File: src/rtl/lcb_pkg.sv
package lcb_pkg;
  localparam int IDX_W = 3;

  typedef enum logic [1:0] {
    OP_DEC = 2'b00,
    OP_TST = 2'b01,
    OP_INC = 2'b10,
    OP_BAD = 2'b11
  } lcb_op_e;

  typedef struct packed {
    lcb_op_e          op;
    logic             on_nz;
    logic             disp_neg;
    logic [IDX_W-1:0] idx;
  } lcb_dec_t;
endpackage

File: src/rtl/lcb_decode.sv
module lcb_decode
  import lcb_pkg::*;
(
  input  logic [7:0] pbyte_i,
  output lcb_dec_t   dec_o
);
  logic unused_bit;
  assign unused_bit     = pbyte_i[3];
  assign dec_o.op       = lcb_op_e'(pbyte_i[7:6]);
  assign dec_o.on_nz    = pbyte_i[5];
  assign dec_o.disp_neg = pbyte_i[4];
  assign dec_o.idx      = pbyte_i[IDX_W-1:0];
endmodule

File: src/rtl/lcb_count.sv
module lcb_count
  import lcb_pkg::*;
#(
  parameter int DATA_W   = 16,
  parameter int NARROW_W = 8
) (
  input  logic [DATA_W-1:0] src_i,
  input  logic              narrow_i,
  input  lcb_op_e           op_i,
  output logic [DATA_W-1:0] res_o,
  output logic              zero_o
);
  localparam int PAD_W = DATA_W - NARROW_W;

  logic [DATA_W-1:0]   delta;
  logic [DATA_W-1:0]   res_wide;
  logic [NARROW_W-1:0] res_narrow;

  always_comb begin
    unique case (op_i)
      OP_DEC:  delta = '1;
      OP_INC:  delta = DATA_W'(1);
      default: delta = '0;
    endcase
  end

  assign res_wide   = src_i + delta;
  assign res_narrow = src_i[NARROW_W-1:0] + delta[NARROW_W-1:0];
  assign res_o      = narrow_i ? {{PAD_W{1'b0}}, res_narrow} : res_wide;
  assign zero_o     = (res_o == '0);
endmodule

File: src/rtl/lcb_target.sv
module lcb_target #(
  parameter int ADDR_W = 16,
  parameter int OFF_W  = 8
) (
  input  logic [ADDR_W-1:0] pc_i,
  input  logic [OFF_W-1:0]  off_i,
  input  logic              neg_i,
  output logic [ADDR_W-1:0] target_o
);
  localparam int EXT_W = ADDR_W - OFF_W;
  // displacement sign lives outside the offset byte
  assign target_o = pc_i + {{EXT_W{neg_i}}, off_i};
endmodule

File: src/rtl/loop_branch_unit.sv
module loop_branch_unit
  import lcb_pkg::*;
#(
  parameter int DATA_W      = 16,
  parameter int ADDR_W      = 16,
  parameter int NARROW_W    = 8,
  parameter int NARROW_REGS = 3
) (
  input  logic              clk_i,
  input  logic              rst_ni,
  input  logic              valid_i,
  input  logic [7:0]        pbyte_i,
  input  logic [7:0]        disp_i,
  input  logic [ADDR_W-1:0] pc_i,
  output logic [IDX_W-1:0]  rd_idx_o,
  input  logic [DATA_W-1:0] rd_data_i,
  output logic              wr_en_o,
  output logic [IDX_W-1:0]  wr_idx_o,
  output logic [DATA_W-1:0] wr_data_o,
  output logic              taken_o,
  output logic [ADDR_W-1:0] target_o,
  output logic              illegal_o
);
  lcb_dec_t          dec;
  logic              narrow;
  logic              bad;
  logic [DATA_W-1:0] res;
  logic              zero;
  logic              cond;
  logic [ADDR_W-1:0] target;

  lcb_decode u_dec (.pbyte_i(pbyte_i), .dec_o(dec));

  assign rd_idx_o = dec.idx;
  assign narrow   = (int'(dec.idx) < NARROW_REGS);
  assign bad      = (dec.op == OP_BAD);

  lcb_count #(.DATA_W(DATA_W), .NARROW_W(NARROW_W)) u_cnt (
    .src_i(rd_data_i), .narrow_i(narrow), .op_i(dec.op),
    .res_o(res), .zero_o(zero)
  );

  lcb_target #(.ADDR_W(ADDR_W), .OFF_W(8)) u_tgt (
    .pc_i(pc_i), .off_i(disp_i), .neg_i(dec.disp_neg), .target_o(target)
  );

  assign cond = dec.on_nz ? !zero : zero;

  always_ff @(posedge clk_i or negedge rst_ni) begin
    if (!rst_ni) begin
      wr_en_o   <= 1'b0;
      wr_idx_o  <= '0;
      wr_data_o <= '0;
      taken_o   <= 1'b0;
      target_o  <= '0;
      illegal_o <= 1'b0;
    end else begin
      wr_en_o   <= valid_i && !bad;
      taken_o   <= valid_i && !bad && cond;
      illegal_o <= valid_i && bad;
      if (valid_i) begin
        wr_idx_o  <= dec.idx;
        wr_data_o <= res;
        target_o  <= target;
      end
    end
  end


  illegal_excl_chk: assert property (@(posedge clk_i) disable iff (!rst_ni)
    illegal_o |-> (!wr_en_o && !taken_o));


  illegal_src_chk: assert property (@(posedge clk_i) disable iff (!rst_ni)
    illegal_o |-> ($past(valid_i) && $past(pbyte_i[7:6]) == 2'b11));


  writeback_chk: assert property (@(posedge clk_i) disable iff (!rst_ni)
    (valid_i && pbyte_i[7:6] != 2'b11) |=> wr_en_o);


  strobe_src_chk: assert property (@(posedge clk_i) disable iff (!rst_ni)
    !valid_i |=> (!wr_en_o && !taken_o && !illegal_o));


  taken_wr_chk: assert property (@(posedge clk_i) disable iff (!rst_ni)
    taken_o |-> wr_en_o);


  narrow_hi_chk: assert property (@(posedge clk_i) disable iff (!rst_ni)
    (wr_en_o && int'(wr_idx_o) < NARROW_REGS) |-> wr_data_o[DATA_W-1:NARROW_W] == '0);


  wr_idx_chk: assert property (@(posedge clk_i) disable iff (!rst_ni)
    valid_i |=> wr_idx_o == $past(pbyte_i[2:0]));
endmodule

File: config.mk
export PLATFORM = sky130hd
export DESIGN_NAME = loop_branch_unit
export DESIGN_NICKNAME = d
export VERILOG_FILES = /design/src/rtl/lcb_pkg.sv /design/src/rtl/lcb_decode.sv /design/src/rtl/lcb_count.sv /design/src/rtl/lcb_target.sv /design/src/rtl/loop_branch_unit.sv
export SDC_FILE = /design/constraint.sdc
export NUM_CORES = 1
export LEC_CHECK = 0
export BUFFER_PORTS_ARGS = -buffer_cell sky130_fd_sc_hd__clkbuf_2
export CORE_AREA = 3 3 63 109
export CTS_BUF_LIST = sky130_fd_sc_hd__clkbuf_4 sky130_fd_sc_hd__clkbuf_8
export DETAILED_ROUTE_END_ITERATION = 10
export DIE_AREA = 0 0 66 112
export GPL_TIMING_DRIVEN = 1
export PLACE_DENSITY = 0.77
export SYNTH_ARGS = -nofsm -noshare
export SYNTH_HDL_FRONTEND = slang
export SYNTH_SLANG_ARGS = --single-unit
File: constraint.sdc
create_clock -name clk_i -period 1.1 [get_ports clk_i]
set_clock_uncertainty 0.1 [all_clocks]
set_input_delay 0.22 -clock clk_i [delete_from_list [all_inputs] [get_ports clk_i]]
set_output_delay 0.22 -clock clk_i [all_outputs]
set_load 0.01 [all_outputs]
==> results of run 1 <==
power groups by stage:
stage | logic, mW | clock network, mW | registers [mW]
6_report | 2.56 | 0.977 | 1.80
5_1_grt | 2.73 | 1.05 | 1.82
4_1_cts | 2.19 | 1.00 | 1.78
3_5_place_dp | 1.97 | 0 | 1.80
3_3_place_gp | 1.91 | 0 | 1.79
2_1_floorplan | 0.954 | 0 | 1.90
per-stage QoR:
stage,worst slack (ps),setup TNS (ps),hold slack [ps],power (mW)
2_1_floorplan,-1889,-25230,-175.6,2.852
3_3_place_gp,-1838,-33010,102.4,3.698
3_5_place_dp,-1917,-34150,109.0,3.770
4_1_cts,-1528,-22820,68.86,4.965
5_1_grt,-1707,-26420,71.54,5.594
6_report,-1520,-23820,71.60,5.333
layout by cell type, fill, tap and decap left out, types with 4 or more instances in the layout:
master    instances
o21ai_1           5
o21ai_2           4
mux2_4           14
nor3_1            5
nor4_2            4
or3_1             4
inv_1             8
a21oi_1          12
clkbuf_8          6
buf_6            21
a21oi_2           7
nand2_1          10
dfrtp_1          38
mux2_2           16
xnor2_1          13
ha_4              9
clkbuf_2         79
xor2_1           12
nor2_2            4
nor2_1           15
buf_4           109
nor4_1            4
ha_1              9
xnor2_2           4
cell type report:
class | count | area (um2) | share of cell area
Clock buffer | 6 | 82.58 | 0.01636
Inverter | 11 | 56.30 | 0.01116
Sequential cell | 38 | 950.9 | 0.1884
Multi-Input combinational cell | 232 | 2322 | 0.4601
Timing Repair Buffer | 214 | 1535 | 0.3042
Tap cell | 80 | 100.1 | 0.01983
cell families after synthesis:
kind of cell	after synthesis	share of synthesized area
AND/OR/NAND/NOR	84	0.1628
AO/OA/AOI/OAI	65	0.1454
flip-flops	38	0.3309
multiplexers	34	0.1315
XOR/XNOR	30	0.09142
buffers and inverters	30	0.05268
adder cells (fa/ha/maj)	19	0.08533
critical path: stages:
cell	delay, ps
buf_6	90
or2_4	270
xnor2_4	130
ha_4	170
or3_4	380
nor3_2	190
mux2i_1	120
xor2_1	200
a21oi_1	120
nor4_1	250
or4b_1	450
a21boi_1	140
how the worst max path moves through the flow:
stage	slack [ps]	start	end	depth (start not counted)
CTS	-1530	pbyte_i[7]	taken_o	12
global route	-1710	pbyte_i[7]	taken_o	12
detailed placement	-1920	pbyte_i[7]	taken_o	12
floorplan	-1890	pbyte_i[6]	taken_o	14
finish	-1520	pbyte_i[7]	taken_o	12
global placement	-1840	pbyte_i[7]	taken_o	12
layer usage:
layer | share of wire | wire (um)
met1 | 0.33 | 3405
met2 | 0.60 | 6152
met3 | 0.029 | 292
met5 | 0 | 0
met4 | 0.037 | 374
what timing repair did:
| item | 4_1_cts | 5_1_grt |
|---|---|---|
| gates resized for setup | 49 | 57 |
| hold buffers | 1 | 0 |
| setup buffers | 18 | 19 |
| pin swaps | 23 | 22 |
| setup endpoints to repair | 68 | 68 |
| hold endpoints to repair | 38 | 0 |
flip-flops by register name, summed over array words and instances, names as in the netlist:
register	cells
taken_o	1
illegal_o	1
wr_en_o	1
wr_data_o	16
wr_idx_o	3
target_o	16
==> reports/summary.txt, run 1 <==
synthesized netlist cell count -> 300
Antenna Violating Nets Remaining -> 0
n_diodes -> 0
min Tclk post-route -> 2620 ps
Synth Warn # -> 0
Layout area overhead -> 75.62%
post-route cell area -> 5047 um2
worst reg2reg startpoint -> target_o[14]
std cell rows -> 38
H-tree depth -> 2
Psw -> 1.781 mW
EDFF count, synth -> 0
Initial DRC Count -> 120
Setup-failing EPs final -> 69
RSZ-0062 raised after global routing -> true
I/O pin count -> 92
largest net degree at the start of global routing -> 39
share of cells above drive strength 1 -> 0.6387
sequential area share after synthesis -> 0.3309
Reg2Reg Setup Slack -> -140 ps
global route hottest layer -> met2
Clk pwr share -> 0.183
Hold Path End -> taken_o
Finished Layout Cells -> 581
Comb power frac -> 0.480
Syn Nets -> 370
worst hold start -> pbyte_i[5]
die area -> 7392 um2
CP max FO -> 5
Initial Util -> 0.4686
PwrDens -> 1057 nW/um2
status -> finished with violations
MaxCap Viol Count -> 0
Post-synth ARST share -> 1.000
count of different cell masters after synthesis -> 56
GRT overflow -> 0
Reg-to-Reg End -> target_o[14]
worst min path class -> input pin to register
total core area -> 6133 um2
CTS root buf -> clkbuf_8
Buffers on Ports -> 90
DRT Pass-1 Iters -> 4
first-pass GRT wire length -> 14410 um
Sw Share -> 0.3340
Clock Latency Late Sink -> 300 ps
Slew Limit Headroom -> 0.7211
Worst EP required -> 1230 ps
Avg Cell Area, Syn -> 9.580 um2
synthesized flop and latch total -> 38
met1 Use GR -> 0.2402
CTS Buffer Depth -> 2
Placed Cells incl. Taps -> 543
initial antenna violation count -> 0
WP data arrival -> 2750 ps
total track usage -> 0.2516
Worst-Margin Slew -> 414.5 ps
cell depth of the worst hold path -> 3
top post-synthesis cells by count -> dfrtp_1, mux2_2, a21oi_1
Slew Viols, Final -> 0
predominant post-synthesis flop cell -> dfrtp_1
Total Wirelength -> 10230 um
met2 Track Usage GR -> 0.5013
post-DR vias/cell -> 5.546
Via Count -> 3222
Finished Core Util -> 0.8229
Final HPWL DP -> 6998 um
leading area contributor after synthesis -> dfrtp_1
RePlAce Congestion -> 0.8932
CTS tree -> done
CTS sink count -> 38
Die Span Y -> 112 um
per-cell routed wire length -> 17.60 um
Final Hold Viols -> 0
area share of the largest cell type after synthesis -> 0.3309
TritonCTS Buffers -> 5
Setup WS post-layout -> -1520 ps
vias in the first global route -> 3185
fmax -> 381.7 MHz
DRC viols -> 0
Synth area leaders -> dfrtp_1, mux2_2, ha_1, xnor2_1, xor2_1
fin nets -> 572
Setup CP Type -> input pin to register
Reg power frac -> 0.337
DP Area -> 4253 um2
Final period util -> 2.381
count leader, synth -> dfrtp_1
endpoint class of the critical path -> register
Worst-path clk slew -> 70 ps
Critical Path Source Type -> input pin
R2R depth -> 3
filler cell count -> 365
failing checks -> negative setup slack
VDD IR max -> 576.0 uV
DIE WIDTH -> 66 um
cell area after synthesis -> 2874 um2
cell-internal power -> 3.552 mW
leakage power total -> 2.370 nW
M3 GR Usage -> 0.02624
Power figures use the tool's default switching activity.
==> run 2: changes to the inputs <==
Settings changed: ABC_AREA set to 1, CORE_AREA 3 3 63 109 to 3 3 77 133, DIE_AREA 0 0 66 112 to 0 0 80 136, PLACE_DENSITY 0.77 to 0.59.
==> run 2 against run 1 <==
Via count is 21% higher. Largest power group unchanged. Highest routed layer unchanged. Synthesized cell count up 57%. Core utilization fell by 18 points. Final area is 17% higher. Total power grew 8.3%. Combinational power up 11%. Sequential share of layout area shrank 2.7 points. The flow still finishes with violations (negative setup slack).
==> reports/summary.txt, run 2 <==
status -> finished with violations
failing checks -> negative setup slack
Comb power frac -> 0.491 (+0.011)
R2R depth -> 4 (+1)
Buffers on Ports -> 90 (unchanged)
most common cell after layout, fill and taps aside -> buf_4
Via Count -> 3905 (+21%)
share of cells above drive strength 1 -> 0.5839 (-0.05479)
DRT Pass-1 Iters -> 4 (unchanged)
cell-internal power -> 3.763 mW (+5.9%)
leading area contributor after synthesis -> dfrtp_1
fin nets -> 766 (+34%)
largest net degree at the start of global routing -> 39 (unchanged)
CTS Buffer Depth -> 2 (unchanged)
cell area after synthesis -> 3214 um2 (+12%)
crit path to -> taken_o
leakage power total -> 3.066 nW (+29%)
Reg power frac -> 0.296 (-0.041)
per-cell routed wire length -> 13.61 um (-23%)
total track usage -> 0.1977 (-0.05383)
Final period util -> 1.766 (-0.6150)
Final HPWL DP -> 8043 um (+15%)
Final Hold Viols -> 0 (unchanged)
top flop regs -> target_o (16), wr_data_o (16), wr_idx_o (3)
Setup CP Type -> input pin to register
Critical Path Source Type -> input pin
fmax -> 514.7 MHz (+35%)
top post-synthesis cells by count -> nand2_1, inv_1, dfrtp_1
Initial Util -> 0.3490 (-0.1195)
CTS root buf -> clkbuf_8
total core area -> 9209 um2 (+50%)
Initial DRC Count -> 96 (-20%)
Slew Limit Headroom -> 0.6862 (-0.03496)
most frequent cells in the layout -> buf_4, nand2_1, clkbuf_2
Slew Viols, Final -> 0 (unchanged)
count leader, synth -> nand2_1
Die Span Y -> 136 um (+21%)
EDFF count, synth -> 0 (unchanged)
synthesized flop and latch total -> 38 (unchanged)
RSZ-0062 raised after global routing -> true
Syn Nets -> 540 (+46%)
CTS sink count -> 38 (unchanged)
crit path launch -> pbyte_i[6]
std cell rows -> 46 (+21%)
Clk pwr share -> 0.213 (+0.030)
n_diodes -> 0 (unchanged)
Antenna Violating Nets Remaining -> 0 (unchanged)
DRC viols -> 0 (unchanged)
CP max FO -> 4 (-1)
Reg area -> 950.9 um2 (unchanged)
Worst-Margin Slew -> 470.7 ps (+56.26 ps)
WP data arrival -> 2080 ps (-670 ps)
Worst-path clk slew -> 80 ps (about the same)
PwrDens -> 979.0 nW/um2 (-7.3%)
count of different cell masters after synthesis -> 36 (-36%)
Post-synth ARST share -> 1.000 (unchanged)
predominant post-synthesis flop cell -> dfrtp_1
Synth Warn # -> 0 (unchanged)
sequential area share after synthesis -> 0.2958 (-0.03503)
Finished Layout Cells -> 817 (+41%)
DIE WIDTH -> 80 um (+21%)
Setup WS post-layout -> -843.1 ps (+676.5 ps)
Setup-failing EPs final -> 67 (-2.9%)
worst min path class -> input pin to register
filler cell count -> 787 (+120%)
Psw -> 2.014 mW (+13%)
post-DR vias/cell -> 4.780 (-14%)
min Tclk post-route -> 1943 ps (-676.5 ps)
Slowest cell on crit path -> or2_4
Avg Cell Area, Syn -> 6.839 um2 (-29%)
Clock Latency Late Sink -> 290 ps (about the same)
MaxCap Viol Count -> 0 (unchanged)
Synth area leaders -> dfrtp_1, nand2_1, ha_1, o21ai_0, inv_1
CP max stage delay -> 230 ps (-220 ps)
GRT overflow -> 0 (unchanged)
Reg-to-Reg End -> wr_data_o[6]
Placed Cells incl. Taps -> 765 (+41%)
synthesized netlist cell count -> 470 (+57%)
die area -> 10880 um2 (+47%)
footprint of the multi-input gates -> 2703 um2 (+16%)
final total power -> 5.777 mW (+8.3%)
CTS tree -> done
worst path cell trace -> buf_8 > nor2_4 > nand2_4 > nand2_4 > inv_4 > ha_4 > or2_4 > nor2_2 > nand3_1 > nor2_2 > nand2_1 > nor2_1 > nand3_1 > nor2_2 > nand2_1 > nand2_1 > nand2_1 > nor2_2
first-pass GRT wire length -> 17220 um (+19%)
worst reg2reg startpoint -> wr_data_o[6]
initial antenna violation count -> 0 (unchanged)
Total Wirelength -> 11120 um (+8.7%)
DP Area -> 4695 um2 (+10%)
area share of the largest cell type after synthesis -> 0.2958 (-0.03503)
H-tree depth -> 2 (unchanged)
Worst EP required -> 1230 ps (about the same)
post-route cell area -> 5901 um2 (+17%)
Reg2Reg Setup Slack -> 130 ps (+270 ps)
VDD IR max -> 529.4 uV (-8.1%)
setup_tns -> -13980 ps (+9838 ps)
Layout area overhead -> 83.57%
vias in the first global route -> 3932 (+23%)
Sw Share -> 0.3486 (+0.01468)
I/O pin count -> 92 (unchanged)
RePlAce Congestion -> 0.8794 (-1.5%)
endpoint class of the critical path -> register
TritonCTS Buffers -> 5 (unchanged)
==> run 2: kinds of logic after synthesis <==
| group | after synthesis | share of synthesized area |
|---|---|---|
| buffers and inverters | 62 | 0.08680 |
| DFF | 38 | 0.2958 |
| and+or+nand+nor | 267 | 0.3854 |
| adders and majority gates | 19 | 0.07630 |
| xor gates and xnor gates | 10 | 0.02725 |
| AOI/OAI and AO/OA | 74 | 0.1285 |
==> run 2: power by group through the flow <==
stage,registers [mW],clock network (mW),logic (mW)
floorplan,1.81,0,0.979
global placement,1.73,0,2.03
detailed placement,1.73,0,2.08
CTS,1.70,1.27,2.37
global route,1.73,1.32,3.09
finish,1.71,1.23,2.84
==> run 2: how the worst min path moves through the flow <==
stage | from | endpoint | slack [ps] | depth (start not counted)
2_1_floorplan | rst_ni | illegal_o | -180 | 0
3_3_place_gp | rst_ni | target_o[4] | 110 | 2
3_5_place_dp | rst_ni | target_o[4] | 110 | 2
4_1_cts | pbyte_i[6] | illegal_o | 110 | 3
5_1_grt | pbyte_i[6] | illegal_o | 70 | 3
6_report | pbyte_i[6] | illegal_o | 80 | 3
==> run 2: stage by stage <==
step	hold slack, ps	worst slack, ps	util
after floorplan	-175.6	-927.0	-
after global placement	108.4	-1180	0.5098
after detailed placement	111.2	-1247	0.5098
after CTS	107.2	-833.7	0.5702
after global routing	69.04	-994.4	0.6408
final	78.36	-843.1	0.6408
==> run 2: worst max-delay path: cells and delay by family <==
family | cells | cell delay [ps]
buf+inv | 2 | 150
simple gates | 15 | 1500
fa+ha+maj | 1 | 200
==> run 2: area by class of cell <==
type / instances / area share
multi-input combinational: 370 / 0.4580
timing repair buffer: 233 / 0.3034
sequential: 38 / 0.1612
inverter: 48 / 0.03265
tap: 120 / 0.02545
clock buffer: 6 / 0.01293
clock inverter: 2 / 0.006361
==> run 2: what timing repair did <==
action | in CTS | in global routing
hold buffers | 1 | 0
endpoints found under the hold margin | 38 | 0
buffers inserted | 21 | 32
gates resized for setup | 79 | 130
setup endpoints to repair | 66 | 67
pin swaps | 39 | 70
cloned | 0 | 2
==> run 2: metal layers <==
layer | share of wire | vias up | routed length (um) | GRT usage
li1 | - | 1976 | - | -
met1 | 0.36 | 1809 | 4054 | 0.2002
met2 | 0.57 | 88 | 6369 | 0.3985
met3 | 0.025 | 32 | 273 | 0.01592
met4 | 0.038 | 0 | 419 | 0.07801
met5 | 0 | - | 0 | 0
